**config.mk**
```make
export PLATFORM = sky130hd
export DESIGN_NAME = brev_agu
export DESIGN_NICKNAME = d
export VERILOG_FILES = /design/src/rtl/brev_pkg.sv /design/src/rtl/brev_rc_adder.sv /design/src/rtl/brev_qualify.sv /design/src/rtl/brev_modulo.sv /design/src/rtl/brev_agu.sv
export SDC_FILE = /design/constraint.sdc
export NUM_CORES = 1
export LEC_CHECK = 0
export ABC_AREA = 1
export BUFFER_PORTS_ARGS = -buffer_cell sky130_fd_sc_hd__buf_2
export CORE_MARGIN = 2
export CORE_UTILIZATION = 50
export DETAILED_ROUTE_END_ITERATION = 7
export PLACE_DENSITY_LB_ADDON = 0.15
export SYNTH_ARGS = -nofsm -noshare
export SYNTH_HDL_FRONTEND = slang
export SYNTH_SLANG_ARGS = --single-unit
```
**constraint.sdc**
```tcl
create_clock -name clk_i -period 0.9 [get_ports clk_i]
set_input_delay 0.09 -clock clk_i [delete_from_list [all_inputs] [get_ports clk_i]]
set_output_delay 0.09 -clock clk_i [all_outputs]
set_load 0.05 [all_outputs]
```
**src/rtl/brev_pkg.sv**
```systemverilog
package brev_pkg;
  typedef enum logic [2:0] {
    AM_PLAIN    = 3'd0,
    AM_POST_DEC = 3'd1,
    AM_POST_INC = 3'd2,
    AM_PRE_DEC  = 3'd3,
    AM_PRE_INC  = 3'd4,
    AM_OFFSET   = 3'd5
  } amode_e;

  function automatic amode_e decode_mode(input logic [2:0] code);
    case (code)
      3'd1:    return AM_POST_DEC;
      3'd2:    return AM_POST_INC;
      3'd3:    return AM_PRE_DEC;
      3'd4:    return AM_PRE_INC;
      3'd5:    return AM_OFFSET;
      default: return AM_PLAIN;
    endcase
  endfunction
endpackage

```
**src/rtl/brev_rc_adder.sv**
```systemverilog
// Reverse-carry adder over bits [W-1:1]; bit 0 forced low (word addressing).
module brev_rc_adder #(
  parameter int W = 16
) (
  input  logic [W-1:0] a_i,
  input  logic [W-1:0] b_i,
  output logic [W-1:0] sum_o
);
  localparam int FW = W - 1;

  logic [FW-1:0] a_rev, b_rev, s_rev;

  for (genvar g = 0; g < FW; g++) begin : g_rev
    assign a_rev[g]         = a_i[W-1-g];
    assign b_rev[g]         = b_i[W-1-g];
    assign sum_o[W-1-g]     = s_rev[g];
  end

  // carry out of the reversed MSB (original bit 1) is dropped
  assign s_rev    = a_rev + b_rev;
  assign sum_o[0] = 1'b0;

  logic unused_lsb;
  assign unused_lsb = a_i[0] ^ b_i[0];
endmodule

```
**src/rtl/brev_qualify.sv**
```systemverilog
module brev_qualify
  import brev_pkg::*;
#(
  parameter int SEL_W  = 4,
  parameter int SP_IDX = 15
) (
  input  logic             en_i,
  input  logic [SEL_W-1:0] sel_i,
  input  amode_e           mode_i,
  input  logic             byte_i,
  input  logic             wr_i,
  output logic             act_o
);
  logic mode_ok;
  assign mode_ok = (mode_i == AM_POST_INC) || (mode_i == AM_PRE_INC);
  assign act_o   = en_i && wr_i && !byte_i && mode_ok &&
                   (sel_i != SEL_W'(SP_IDX));
endmodule

```
**src/rtl/brev_modulo.sv**
```systemverilog
module brev_modulo #(
  parameter int W = 16
) (
  input  logic [W-1:0] addr_i,
  input  logic [W-1:0] start_i,
  input  logic [W-1:0] end_i,
  input  logic         up_i,
  input  logic         dn_i,
  output logic [W-1:0] addr_o,
  output logic         hit_o
);
  logic [W-1:0] len;
  assign len = end_i - start_i + W'(1);

  always_comb begin
    addr_o = addr_i;
    hit_o  = 1'b0;
    if (up_i && (addr_i > end_i)) begin
      addr_o = addr_i - len;
      hit_o  = 1'b1;
    end else if (dn_i && (addr_i < start_i)) begin
      addr_o = addr_i + len;
      hit_o  = 1'b1;
    end
  end
endmodule

```
**src/rtl/brev_agu.sv**
```systemverilog
module brev_agu
  import brev_pkg::*;
#(
  parameter int ADDR_W = 16,
  parameter int SEL_W  = 4,
  parameter int SP_IDX = 15
) (
  input  logic              clk_i,
  input  logic              rst_ni,
  input  logic              req_valid_i,
  input  logic [ADDR_W-1:0] ptr_i,
  input  logic [SEL_W-1:0]  ptr_sel_i,
  input  logic [2:0]        mode_i,
  input  logic              byte_i,
  input  logic              wr_i,
  input  logic [ADDR_W-1:0] off_i,
  input  logic              brev_en_i,
  input  logic [ADDR_W-2:0] pivot_i,
  input  logic              mod_en_i,
  input  logic [ADDR_W-1:0] mod_start_i,
  input  logic [ADDR_W-1:0] mod_end_i,
  output logic              out_valid_o,
  output logic [ADDR_W-1:0] ea_o,
  output logic [ADDR_W-1:0] wb_o,
  output logic              brev_act_o,
  output logic              mod_act_o
);
  localparam int PIV_W = ADDR_W - 1;

  amode_e            mode;
  logic              brev_act;
  logic [ADDR_W-1:0] xb, rc_sum, step, raw, fixed;
  logic              up, dn, mod_allow, wrap;
  logic [ADDR_W-1:0] ea_d, wb_d;

  assign mode = decode_mode(mode_i);
  assign xb   = {pivot_i[PIV_W-1:0], 1'b0};   // word pivot -> byte modifier
  assign step = byte_i ? ADDR_W'(1) : ADDR_W'(2);

  brev_qualify #(.SEL_W(SEL_W), .SP_IDX(SP_IDX)) u_qual (
    .en_i   (brev_en_i),
    .sel_i  (ptr_sel_i),
    .mode_i (mode),
    .byte_i (byte_i),
    .wr_i   (wr_i),
    .act_o  (brev_act)
  );

  brev_rc_adder #(.W(ADDR_W)) u_rca (
    .a_i   (ptr_i),
    .b_i   (xb),
    .sum_o (rc_sum)
  );

  // write path: bit reversal enabled locks out modulo
  assign mod_allow = mod_en_i && !(wr_i && brev_en_i);

  always_comb begin
    raw = ptr_i;
    up  = 1'b0;
    dn  = 1'b0;
    unique case (mode)
      AM_POST_INC, AM_PRE_INC: begin raw = ptr_i + step;  up = 1'b1; end
      AM_POST_DEC, AM_PRE_DEC: begin raw = ptr_i - step;  dn = 1'b1; end
      AM_OFFSET:               begin raw = ptr_i + off_i; up = 1'b1; dn = 1'b1; end
      default:                 raw = ptr_i;
    endcase
  end

  brev_modulo #(.W(ADDR_W)) u_mod (
    .addr_i  (raw),
    .start_i (mod_start_i),
    .end_i   (mod_end_i),
    .up_i    (up && mod_allow),
    .dn_i    (dn && mod_allow),
    .addr_o  (fixed),
    .hit_o   (wrap)
  );

  always_comb begin
    ea_d = ptr_i;
    wb_d = ptr_i;
    if (brev_act) begin
      if (mode == AM_PRE_INC) begin
        ea_d = rc_sum;
        wb_d = rc_sum;
      end else begin
        ea_d = {ptr_i[ADDR_W-1:1], 1'b0};
        wb_d = rc_sum;
      end
    end else begin
      unique case (mode)
        AM_POST_INC, AM_POST_DEC: begin ea_d = ptr_i; wb_d = fixed; end
        AM_PRE_INC,  AM_PRE_DEC:  begin ea_d = fixed; wb_d = fixed; end
        AM_OFFSET:                begin ea_d = fixed; wb_d = ptr_i; end
        default:                  begin ea_d = ptr_i; wb_d = ptr_i; end
      endcase
    end
  end

  always_ff @(posedge clk_i or negedge rst_ni) begin
    if (!rst_ni) begin
      out_valid_o <= 1'b0;
      ea_o        <= '0;
      wb_o        <= '0;
      brev_act_o  <= 1'b0;
      mod_act_o   <= 1'b0;
    end else begin
      out_valid_o <= req_valid_i;
      if (req_valid_i) begin
        ea_o       <= ea_d;
        wb_o       <= wb_d;
        brev_act_o <= brev_act;
        mod_act_o  <= wrap && !brev_act;
      end
    end
  end

  a_r2_hold: assert property (@(posedge clk_i) disable iff (!rst_ni)
    !req_valid_i |=> ($stable(ea_o) && $stable(wb_o) && !out_valid_o));

  a_r3_qualify: assert property (@(posedge clk_i) disable iff (!rst_ni)
    (req_valid_i && (!wr_i || byte_i || !brev_en_i ||
                     ptr_sel_i == SEL_W'(SP_IDX))) |=> !brev_act_o);

  a_r5_word_aligned: assert property (@(posedge clk_i) disable iff (!rst_ni)
    brev_act_o |-> (!ea_o[0] && !wb_o[0]));

  a_r9_write_no_mod: assert property (@(posedge clk_i) disable iff (!rst_ni)
    (req_valid_i && wr_i && brev_en_i) |=> !mod_act_o);

  a_r9_flags_exclusive: assert property (@(posedge clk_i) disable iff (!rst_ni)
    !(brev_act_o && mod_act_o));
endmodule

```
==> results of run 1 <==
[cells by family after synthesis]
| family | Yosys count | share of synthesized area |
|---|---|---|
| simple gates | 472 | 0.288 |
| compound gates | 267 | 0.208 |
| buf+inv | 202 | 0.108 |
| fa+ha+maj | 126 | 0.221 |
| xor+xnor | 46 | 0.0551 |
| flops | 35 | 0.120 |
[Yosys cell counts (4+ instances only)]
cell type,count,area share
nand3_1,67,0.046
a21oi_1,139,0.095
or2_2,7,0.0060
fa_1,5,0.014
nor3_1,4,0.0027
o21ai_0,61,0.042
dfrtp_1,35,0.12
nand4_1,31,0.027
nand3_2,9,0.012
xnor2_1,10,0.012
nor2_1,76,0.039
a22oi_1,14,0.014
a211oi_1,6,0.0062
nor2_2,4,0.0034
nand2_1,254,0.13
nand2_2,4,0.0034
buf_2,11,0.0075
nor4_1,4,0.0034
xor2_1,36,0.043
inv_1,167,0.086
ha_1,121,0.21
clkbuf_1,20,0.010
o21bai_1,8,0.0082
a21o_1,7,0.0072
nand2_4,4,0.0062
[state kept, by name, summed over array words and instances, names as in the netlist]
name,cells
brev_act_o,1
ea_o,16
mod_act_o,1
out_valid_o,1
wb_o,16
[worst reg2reg max path, stage by stage, from the launching register on]
cell,delay (ps)
dfrtp_1,390
buf_4,130
buf_4,120
nand2_1,90
o21ai_1,90
[timing repair]
action	4_1_cts	5_1_grt
cloned	3	0
pin swaps	47	40
hold endpoints to repair	35	0
buffers inserted	46	17
resized for setup	162	54
setup endpoints to repair	69	69
hold buffers	1	0
[power by group]
part           switching (mW)  internal [mW]  leakage, nW
combinational            8.77           7.41         6.19
sequential              0.236           1.83        0.413
clock                   0.666           1.02       0.0679
total                    9.68           10.3         6.67
[final cells by class]
cell class / instances / share of cell area
repair buffers: 499 / 0.318
flip-flops and latches: 35 / 0.0721
well taps: 184 / 0.0190
multi-input cells: 912 / 0.526
clock buffers: 7 / 0.0109
inverters: 169 / 0.0534
clock inverters: 1 / 0.000412
[placed cells by master (no fill, tap or decap), types with 35 or more instances in the layout]
master	count
dfrtp_1	35
a21oi_1	118
ha_1	107
nand2_1	237
buf_2	90
buf_6	45
xor2_1	36
buf_4	350
inv_1	154
nand3_1	44
nor2_1	74
[final timing paths]
kind,from,endpoint,slack (ps),depth (start not counted)
worst max-delay path,mode_i[1],ea_o[12]$_DFFE_PN0P_,-3680,41
worst min-delay path,req_valid_i,out_valid_o$_DFF_PN0_,130,2
worst max register to register,mod_act_o$_DFFE_PN0P_,mod_act_o$_DFFE_PN0P_,-40,4
worst min register to register,wb_o[2]$_DFFE_PN0P_,wb_o[2]$_DFFE_PN0P_,550,2
max in group asynchronous,rst_ni,wb_o[13]$_DFFE_PN0P_,360,3
min in group asynchronous,rst_ni,ea_o[0]$_DFFE_PN0P_,350,3
[per-layer routing]
layer / vias to the layer above / track usage / wire length [um]
li1: 4816 / - / -
met1: 4733 / 0.449 / 12100
met2: 625 / 0.656 / 15000
met3: 175 / 0.0430 / 2530
met4: 0 / 0.148 / 1750
met5: - / 0 / 0
==> flow_summary.json, run 1 <==
{
  "worstPathArrival_ps": 4810,
  "fin_ws_ps": -3680,
  "grt_util_all_layers": 0.368,
  "slew_violations": 0,
  "cts_max_level": 2,
  "syn_area_per_cell_um2": 6.36,
  "antenna_found_initial": 0,
  "worstMarginPinSlew_ps": 710,
  "initial_core_util": 0.507,
  "layout.area.seq_um2": 876,
  "syn_to_final_growth_pct": 66.2,
  "ys_warn_count": 0,
  "hp-class": "in2reg",
  "max_freq_mhz": 218,
  "cp_slowest_cell": "fa_2",
  "async_reset_ff_frac": 1.00,
  "criticalPathCategory": "in2reg",
  "hold_ws_ps": 130,
  "cp-start-kind": "input pin",
  "grt_max_degree": 36,
  "violations": "setup timing",
  "rsz0062_at_grt": "yes",
  "hpwl_mm": 21.9,
  "port_buffers": 127,
  "total_power_mw": 19.9,
  "syn_inst": 1148,
  "first_iter_violations": 1205,
  "ir_drop_mv": 0.776,
  "die_x_um": 125,
  "vias": 10300,
  "slew_headroom": 0.522,
  "clockBufferDepth": 2,
  "path_common_cell": "buf_4",
  "endpoint_kind": "flop",
  "cts_sinks": 35,
  "syn_nets": 1367,
  "clk_pin_slew_ps": 60,
  "min_period_ps": 4580,
  "ys_types": 49,
  "crit_family": "buffers and inverters",
  "path_max_fanout": 4,
  "drt-total-wl_mm": 31.4,
  "drt-vias-per-instance": 5.73,
  "grt_pass1_wl_mm": 47.5,
  "synth_edf_count": 0,
  "fin_crit_sh": 5.09,
  "synth_area_um2": 7310,
  "drive_gt1_frac": 0.412,
  "ant_nets": 0,
  "design_area_um2": 12100,
  "die_h_um": 125,
  "grt_remaining_overflow": 0,
  "drc_errors": 0,
  "leakagePower_nw": 6.67,
  "globalplace.congestion": 0.945,
  "layoutNonFillerInstCount": 1807,
  "status": "finished, violations left",
  "wl_per_cell_um": 17.4,
  "diodes": 0,
  "yosysSeqAreaShare": 0.120,
  "die_area_um2": 15600,
  "core_area_um2": 14400,
  "synthFlopType": "dfrtp_1",
  "skew_ps": 0,
  "root_buffer": "clkbuf_16",
  "power.density_nw_per_um2": 1640,
  "multi_input_comb_area_um2": 6390,
  "placed_area_um2": 10600,
  "final_core_util": 0.842,
  "fillers": 887,
  "cp.required_ps": 1120,
  "clk_latency_ps": 280,
  "grt_pass1_vias": 10000,
  "max_stage_delay_ps": 330,
  "num_rows": 44,
  "dp_slack_ps": -3860,
  "ios": 128,
  "maxCapViolCount": 0,
  "first_pass_iters": 6,
  "setup_viol": 69,
  "layout.nets": 1841,
  "timing.setup.tns_ps": -120520,
  "cts-buffers-inserted": 5,
  "dp.cells": 1733,
  "cp_num_buf_inv": 18,
  "cts_tree": "done",
  "finalHoldViolations": 0,
  "ys_ff_latch": 35
}
Power figures use the tool's default switching activity.
==> run 2, diff against run 1 <==
--- a/config.mk
+++ b/config.mk
@@ -7,7 +7,6 @@
 export LEC_CHECK = 0
 export ABC_AREA = 1
 export BUFFER_PORTS_ARGS = -buffer_cell sky130_fd_sc_hd__buf_2
-export CORE_MARGIN = 2
 export CORE_UTILIZATION = 50
 export DETAILED_ROUTE_END_ITERATION = 7
 export PLACE_DENSITY_LB_ADDON = 0.15
==> constraint.sdc (replaced) <==
create_clock -name clk_i -period 5.7 [get_ports clk_i]
set_input_delay 0.57 -clock clk_i [delete_from_list [all_inputs] [get_ports clk_i]]
set_output_delay 0.57 -clock clk_i [all_outputs]
set_load 0.05 [all_outputs]
==> run 2 against run 1 <==
The run now ends clean. Sequential share of layout area grew 3.1 points. Hold slack gained 240 ps. Clock power shrank 83%. Register-to-register slack gained 5000 ps. Design area shrank 30%. Worst setup slack gained 4100 ps. Non-clock buffer count shrank 344. Largest power group unchanged. Clock skew is the same. Sequential power shrank 85%.
==> flow_summary.json, run 2 (synthesized netlist as in run 1, its figures left out) <==
{
  "status": "complete, no violations",
  "initial_core_util": 0.520,
  "drc_errors": 0,
  "rrSetupSlack_ps": 4930,
  "p_seq_frac": 0.139,
  "num_rows": 43,
  "drive_gt1_frac": 0.164,
  "leakagePower_nw": 4.75,
  "maxCapViolCount": 0,
  "port_buffers": 127,
  "first_pass_iters": 6,
  "globalplace.congestion": 0.937,
  "fin_crit_sh": 0.932,
  "drt-total-wl_mm": 22.7,
  "ir_drop_mv": 0.131,
  "fin_ws_ps": 390,
  "ios": 128,
  "crit_start": "mode_i[1]",
  "max_freq_mhz": 188,
  "grt_max_degree": 37,
  "slew_headroom": 0.449,
  "cts_sinks": 35,
  "syn_to_final_growth_pct": 15.8,
  "hpwl_mm": 18.8,
  "cp-start-kind": "input pin",
  "skew_ps": 0,
  "placed_area_um2": 8230,
  "cp.required_ps": 5900,
  "grt_remaining_overflow": 0,
  "endpoint_kind": "flop",
  "cp_slowest_cell": "fa_1",
  "drt-vias-per-instance": 5.48,
  "path_max_fanout": 16,
  "first_iter_violations": 638,
  "cts-buffers-inserted": 5,
  "finalHoldViolations": 0,
  "post-cts-setup-buffers": 0,
  "cts_tree": "done",
  "grt_pass1_wl_mm": 35.7,
  "clk_latency_ps": 280,
  "diodes": 0,
  "root_buffer": "clkbuf_16",
  "reg2reg_depth": 2,
  "pwr-share-comb": 0.731,
  "min_period_ps": 5310,
  "core_area_um2": 14000,
  "dp_slack_ps": -60.6,
  "reg_top3": "ea_o (16), wb_o (16)",
  "layout.nets": 1496,
  "vias": 7994,
  "worstPathArrival_ps": 5510,
  "cts_max_level": 2,
  "setup_viol": 0,
  "p_switching_mw": 1.21,
  "antenna_found_initial": 2,
  "layout_common_cells": "nand2_1, inv_1, a21oi_1",
  "p_int_mw": 1.04,
  "clockBufferDepth": 2,
  "grt_util_all_layers": 0.302,
  "slew_violations": 0,
  "design_area_um2": 8460,
  "die_x_um": 123,
  "layout_commonest_cell": "nand2_1",
  "switching_share": 0.537,
  "max_stage_delay_ps": 360,
  "die_area_um2": 15100,
  "hp-class": "in2async",
  "power.density_nw_per_um2": 266,
  "grt_pass1_vias": 7299,
  "worstMarginPinSlew_ps": 825,
  "r2r-start": "wb_o[7]$_DFFE_PN0P_",
  "criticalPathCategory": "in2reg",
  "clkPwrFrac": 0.130,
  "clk_pin_slew_ps": 60,
  "crit_path_end": "ea_o[1]$_DFFE_PN0P_",
  "worstReg2RegEnd": "wb_o[7]$_DFFE_PN0P_",
  "wl_per_cell_um": 15.6,
  "ant_nets": 0,
  "die_h_um": 123
}
==> run 2: changes by cell type in the layout (fill, tap and decap cells not counted), sizes merged <==
cell / before / now
dlygate4sd3: 1 / 0
inv: 166 / 167
buf: 498 / 154
clkbuf: 7 / 9
clkinv: 3 / 2
clkinvlp: 1 / 0
nand2: 263 / 262
==> run 2: area by class of cell <==
class,instances,area (um2)
inverters,169,634
fillers,1431,5580
clock buffers,8,156
repair buffers,155,876
flip-flops and latches,35,876
multi-input cells,911,5700
well taps,180,225
==> run 2: what timing repair did <==
| item | 4_1_cts | 5_1_grt |
|---|---|---|
| hold buffers | 0 | 0 |
| endpoints found under the setup margin | 0 | 33 |
| gates resized for setup | 0 | 17 |
| endpoints found under the hold margin | 0 | 0 |
==> run 2: per-layer routing <==
layer | vias to the layer above | share of wire | track usage
met5 | - | 0 | 0
met4 | 0 | 0.021 | 0.0823
met3 | 46 | 0.065 | 0.0346
met2 | 290 | 0.45 | 0.494
met1 | 3543 | 0.47 | 0.418
li1 | 4115 | - | -
==> run 2: through the flow <==
stage / setup TNS [ps] / hold slack (ps) / util / power [mW] / instances
floorplan: 0 / 274 / - / 1.47 / 1148
global placement: 0 / 461 / 0.586 / 1.91 / 1449
detailed placement: -229 / 462 / 0.586 / 1.91 / 1449
CTS: 0 / 416 / 0.597 / 2.22 / 1457
global route: -50.2 / 435 / 0.603 / 2.45 / 1458
finish: 0 / 374 / 0.603 / 2.25 / 1458
==> run 2: worst min path at each step <==
| stage | start | endpoint | slack (ps) | cells past startpoint |
|---|---|---|---|---|
| floorplan | rst_ni | brev_act_o$_DFFE_PN0P_ | 270 | 0 |
| global placement | wb_o[0]$_DFFE_PN0P_ | wb_o[0]$_DFFE_PN0P_ | 460 | 2 |
| detailed placement | ea_o[0]$_DFFE_PN0P_ | ea_o[0]$_DFFE_PN0P_ | 460 | 2 |
| CTS | rst_ni | brev_act_o$_DFFE_PN0P_ | 420 | 1 |
| global route | rst_ni | brev_act_o$_DFFE_PN0P_ | 440 | 1 |
| finish | rst_ni | brev_act_o$_DFFE_PN0P_ | 370 | 1 |
==> run 2: worst max-delay path: cells and delay by family <==
kind                       cells  cell delay, ps
adders and majority gates      4            1050
AOI/OAI and AO/OA             10            1620
buffers and inverters          8             850
and+or+nand+nor               11            1430
==> run 2: power groups by stage <==
| stage | sequential (mW) | clock [mW] | combinational (mW) |
|---|---|---|---|
| floorplan | 0.455 | 0 | 1.02 |
| global placement | 0.317 | 0 | 1.59 |
| detailed placement | 0.317 | 0 | 1.60 |
| CTS | 0.313 | 0.295 | 1.61 |
| global route | 0.317 | 0.306 | 1.83 |
| finish | 0.313 | 0.293 | 1.64 |
